===== src/rtl/evt_pkg.sv =====
package evt_pkg;
  localparam int unsigned STAT_W = 8;
  localparam int unsigned BIT_EXEC   = 0;
  localparam int unsigned BIT_PARSE  = 1;
  localparam int unsigned BIT_OUTQ   = 2;
  localparam int unsigned BIT_INBUF  = 3;
  localparam int unsigned BIT_SERIAL = 4;
  localparam int unsigned BIT_BUTTON = 5;
  localparam int unsigned BIT_DCLR   = 6;
  localparam int unsigned BIT_OVLD   = 7;
  typedef logic [STAT_W-1:0] stat_t;
endpackage


===== src/rtl/evt_merge.sv =====
module evt_merge
  import evt_pkg::*;
(
  input  logic  exec_err_i,
  input  logic  parse_err_i,
  input  logic  outq_lost_i,
  input  logic  inbuf_ovf_i,
  input  logic  rx_overrun_i,
  input  logic  rx_noise_i,
  input  logic  rx_frame_i,
  input  logic  rx_break_i,
  input  logic  button_i,
  input  logic  overload_i,
  output stat_t set_o
);
  always_comb begin
    set_o             = '0;
    set_o[BIT_EXEC]   = exec_err_i;
    set_o[BIT_PARSE]  = parse_err_i;
    set_o[BIT_OUTQ]   = outq_lost_i;
    set_o[BIT_INBUF]  = inbuf_ovf_i;
    // break is deliberately excluded from the serial error bit
    set_o[BIT_SERIAL] = rx_overrun_i | rx_noise_i | rx_frame_i;
    set_o[BIT_BUTTON] = button_i;
    set_o[BIT_DCLR]   = rx_break_i;
    set_o[BIT_OVLD]   = overload_i;
  end
endmodule


===== src/rtl/sticky_bank.sv =====
module sticky_bank #(
  parameter int unsigned W = 8
) (
  input  logic         clk_i,
  input  logic         rst_ni,
  input  logic [W-1:0] set_i,
  input  logic         clr_i,
  output logic [W-1:0] q_o
);
  for (genvar g = 0; g < W; g++) begin : g_bit
    logic q;
    // set wins over clear so a colliding event survives the read
    always_ff @(posedge clk_i or negedge rst_ni) begin
      if (!rst_ni)       q <= 1'b0;
      else if (set_i[g]) q <= 1'b1;
      else if (clr_i)    q <= 1'b0;
    end
    assign q_o[g] = q;
  end
endmodule


===== src/rtl/srq_mask.sv =====
module srq_mask #(
  parameter int unsigned W = 8
) (
  input  logic         clk_i,
  input  logic         rst_ni,
  input  logic         we_i,
  input  logic [W-1:0] wdata_i,
  input  logic [W-1:0] stat_i,
  output logic [W-1:0] en_o,
  output logic         srq_o
);
  logic [W-1:0] en_q;
  logic         srq_q;

  always_ff @(posedge clk_i or negedge rst_ni) begin
    if (!rst_ni)   en_q <= '0;
    else if (we_i) en_q <= wdata_i;
  end

  always_ff @(posedge clk_i or negedge rst_ni) begin
    if (!rst_ni) srq_q <= 1'b0;
    else         srq_q <= |(stat_i & en_q);
  end

  assign en_o  = en_q;
  assign srq_o = srq_q;
endmodule


===== src/rtl/evt_status_reg.sv =====
module evt_status_reg
  import evt_pkg::*;
(
  input  logic              clk_i,
  input  logic              rst_ni,
  input  logic              exec_err_i,
  input  logic              parse_err_i,
  input  logic              outq_lost_i,
  input  logic              inbuf_ovf_i,
  input  logic              rx_overrun_i,
  input  logic              rx_noise_i,
  input  logic              rx_frame_i,
  input  logic              rx_break_i,
  input  logic              button_i,
  input  logic              overload_i,
  input  logic              stat_rd_i,
  output logic [STAT_W-1:0] stat_o,
  input  logic              en_we_i,
  input  logic [STAT_W-1:0] en_wdata_i,
  output logic [STAT_W-1:0] en_rdata_o,
  output logic              status_o
);
  stat_t set_w;
  stat_t stat_w;

  evt_merge u_merge (
    .exec_err_i   (exec_err_i),
    .parse_err_i  (parse_err_i),
    .outq_lost_i  (outq_lost_i),
    .inbuf_ovf_i  (inbuf_ovf_i),
    .rx_overrun_i (rx_overrun_i),
    .rx_noise_i   (rx_noise_i),
    .rx_frame_i   (rx_frame_i),
    .rx_break_i   (rx_break_i),
    .button_i     (button_i),
    .overload_i   (overload_i),
    .set_o        (set_w)
  );

  sticky_bank #(.W(STAT_W)) u_bank (
    .clk_i  (clk_i),
    .rst_ni (rst_ni),
    .set_i  (set_w),
    .clr_i  (stat_rd_i),
    .q_o    (stat_w)
  );

  srq_mask #(.W(STAT_W)) u_srq (
    .clk_i   (clk_i),
    .rst_ni  (rst_ni),
    .we_i    (en_we_i),
    .wdata_i (en_wdata_i),
    .stat_i  (stat_w),
    .en_o    (en_rdata_o),
    .srq_o   (status_o)
  );

  assign stat_o = stat_w;
endmodule


===== config.mk =====
export PLATFORM = sky130hd
export DESIGN_NAME = evt_status_reg
export DESIGN_NICKNAME = d
export VERILOG_FILES = /design/src/rtl/evt_pkg.sv /design/src/rtl/evt_merge.sv /design/src/rtl/sticky_bank.sv /design/src/rtl/srq_mask.sv /design/src/rtl/evt_status_reg.sv
export SDC_FILE = /design/constraint.sdc
export NUM_CORES = 1
export LEC_CHECK = 0
export BUFFER_PORTS_ARGS = -buffer_cell sky130_fd_sc_hd__buf_2
export CAP_MARGIN = 30
export CORE_UTILIZATION = 25
export CTS_BUF_LIST = sky130_fd_sc_hd__clkbuf_2
export DETAILED_ROUTE_END_ITERATION = 6
export PLACE_DENSITY = 0.58
export SLEW_MARGIN = 40
export SYNTH_ARGS = -nofsm -noshare
export SYNTH_HDL_FRONTEND = slang
export SYNTH_SLANG_ARGS = --single-unit

===== constraint.sdc =====
create_clock -name clk_i -period 1.14 [get_ports clk_i]
set_input_delay 0.171 -clock clk_i [delete_from_list [all_inputs] [get_ports clk_i]]
set_output_delay 0.171 -clock clk_i [all_outputs]
set_load 0.01 [all_outputs]

==> flow_summary.toml <==
[critical_path]
worstPathCellList = "buf_2"
cp.arrival_ps = 870
crit_buf_inv = 1
timing.reg2reg.worst_path_depth = 1
critPathRequiredTime_ps = 970
critical_path.max_fanout = 3
startpoint_type = "flip-flop"
ff2ff_setup_slack_ps = 220
timing.critical_path.from = "u_srq.en_o[4]"
critPathSlowestCell = "dfrtp_1"
worst_setup_path_end_kind = "output port"
critPathTopFamily = "flip-flops"
path_class = "reg2out"
worst_path_max_stage_delay_ps = 440
endpoint_of_the_worst_register_to_register_path = "u_bank.g_bit[4].q"
regToRegStartpoint = "u_bank.g_bit[4].q"

[global_route]
total_global_routing_overflow = 0
antenna_found_initial = 0
global_route.usage.total = 0.101
first_global_vias = 514
grt_first_pass_wirelength_um = 2390
grt_start_max_net_pins = 18

[sta]
maxSlewHeadroom = 0.742
finalCritPeriodShare = 0.914
finalHoldViolations = 0
rsz0062_at_grt = "no"
fin_skew_ps = 8.82
tns_ps = 0
max_freq_mhz = 960
tightestPinTransition_ps = 387
slew_violations = 0
period_minus_slack_ps = 1040
setup_violations = 0

[cts]
h-tree-depth = 1
postCtsSetupRepairBufs = 0
post_cts.resized_instances = 0
clockRootBuffer = "clkbuf_2"
cts_tree = "yes"
cts.path.max_buffers = 2
insertion_delay_ps = 280
number_of_buffers_created_by_cts = 3
clock_input_transition_at_the_sequential_cells_of_the_worst_setup_and_hold_paths_ps = 160
clock-sinks = 17

[cells_and_area]
layout-drive-gt1-share = 0.707
final_cell_count_no_fill = 113
finish.utilization = 0.333
layout.cells.most_common = "buf_2"
nets = 105
area_delta_synth_final_pct = 25.7
most-common-layout-cells = "buf_2, dfrtp_1, mux2_4"
insertedDiodeCount = 0

[detailed_routing]
route.detailed.drc = 0
route.detailed.wl_per_inst_um = 12.6
via_per_inst = 4.39
num_vias = 496
drtPass1Iterations = 2
ant_nets = 0
initialDrtViolationCount = 16
detail_route.wirelength_um = 1420

[logic_synthesis]
yosys-top-cells-area = "dfrtp_1, mux2_4, a21o_2"
synth_fp_nets = 70
synth.distinct_cells = 9
synthesis.area_um2 = 729
ys_seq_area_frac = 0.583
post-synth-top-area-fraction = 0.583
synthesis.yosys.warnings = 0
yosys_register_bits = 17
post-synth-top-area-cell = "dfrtp_1"
synth_cells = 48
syn_area_per_cell_um2 = 15.2

[die]
floorplan.die.height_um = 56.0
die_x_um = 56.0
core_area_um2 = 2760
io_pins = 39
floorplan.rows = 19
initial_core_util = 0.265
floorplan.die_area_um2 = 3140

[hold_path]
hold_depth = 2
min_to = "u_bank.g_bit[3].q"
holdCritPathClass = "in2reg"
hold_start = "inbuf_ovf_i"

[place]
placed_cells_incl_taps = 108
gp_congestion = 0.706
io_buffer_count = 38

[power_and_ir_drop]
p_leak_nw = 0.468
vdd_drop_max_mv = 0.631
power_per_cell_area_nw_per_um2 = 1280

[run]
maxCapViolCount = 0

[status]
status = "completed"
metrics by stage:
step	hold WS, ps	power (mW)	instance area (um2)	worst slack (ps)
6_report	48.7	1.18	917	98.6
3_3_place_gp	107	0.914	887	254
4_1_cts	30.3	1.21	917	70.3
5_1_grt	16.4	1.25	917	30.9
2_1_floorplan	-125	0.832	729	259
3_5_place_dp	115	0.919	887	237
synthesized netlist by cell type, drive strengths merged:
| cell | instances |
|---|---|
| buf | 9 |
| a21o | 7 |
| inv | 1 |
| mux2 | 8 |
| a22oi | 4 |
| nand4 | 1 |
| dfrtp | 17 |
| a2111o | 1 |
layout make-up:
cell class,count,area (um2)
sequential,17,425
inverter,1,3.75
clock buffer,4,20.0
multi-input combinational,21,229
tap,31,38.8
fill,279,1840
timing repair buffer,39,200
per-layer routing:
metal | up-vias | track usage | share of wire
li1 | 234 | - | -
met1 | 233 | 0.140 | 0.47
met2 | 27 | 0.141 | 0.44
met3 | 2 | 0.0233 | 0.089
met4 | 0 | 0.0627 | 0.0056
met5 | - | 0 | 0
sequential cells by signal (all words and copies together), names as in the netlist:
signal and cells:
u_srq.srq_o 1, u_srq.en_o 8, u_bank.g_bit.q 8
power by group:
part | internal, mW | leakage [nW] | total (mW) | switching (mW)
sequential | 0.651 | 0.187 | 0.689 | 0.0378
combinational | 0.124 | 0.264 | 0.216 | 0.0918
clock | 0.0930 | 0.0166 | 0.272 | 0.179
timing repair:
action,4_1_cts,5_1_grt
endpoints found under the setup margin,0,0
hold endpoints to repair,17,0
hold buffers,1,0
worst max-delay path by stage:
| stage | to | cells past startpoint |
|---|---|---|
| 3_3_place_gp | u_bank.g_bit[4].q | 1 |
| 2_1_floorplan | u_bank.g_bit[4].q | 1 |
| 4_1_cts | en_rdata_o[5] | 1 |
| 6_report | en_rdata_o[4] | 1 |
| 5_1_grt | en_rdata_o[4] | 1 |
| 3_5_place_dp | u_bank.g_bit[4].q | 1 |
cells by family (layout without fill, tap and decap cells):
family,count (synthesis),in the layout,share of synthesized area
buffers and inverters,10,44,0.103
flip-flops,17,17,0.583
multiplexers,8,8,0.165
AND/OR/NAND/NOR,1,1,0.00858
AO/OA/AOI/OAI,12,12,0.141
(Power assumes the default switching activity.)
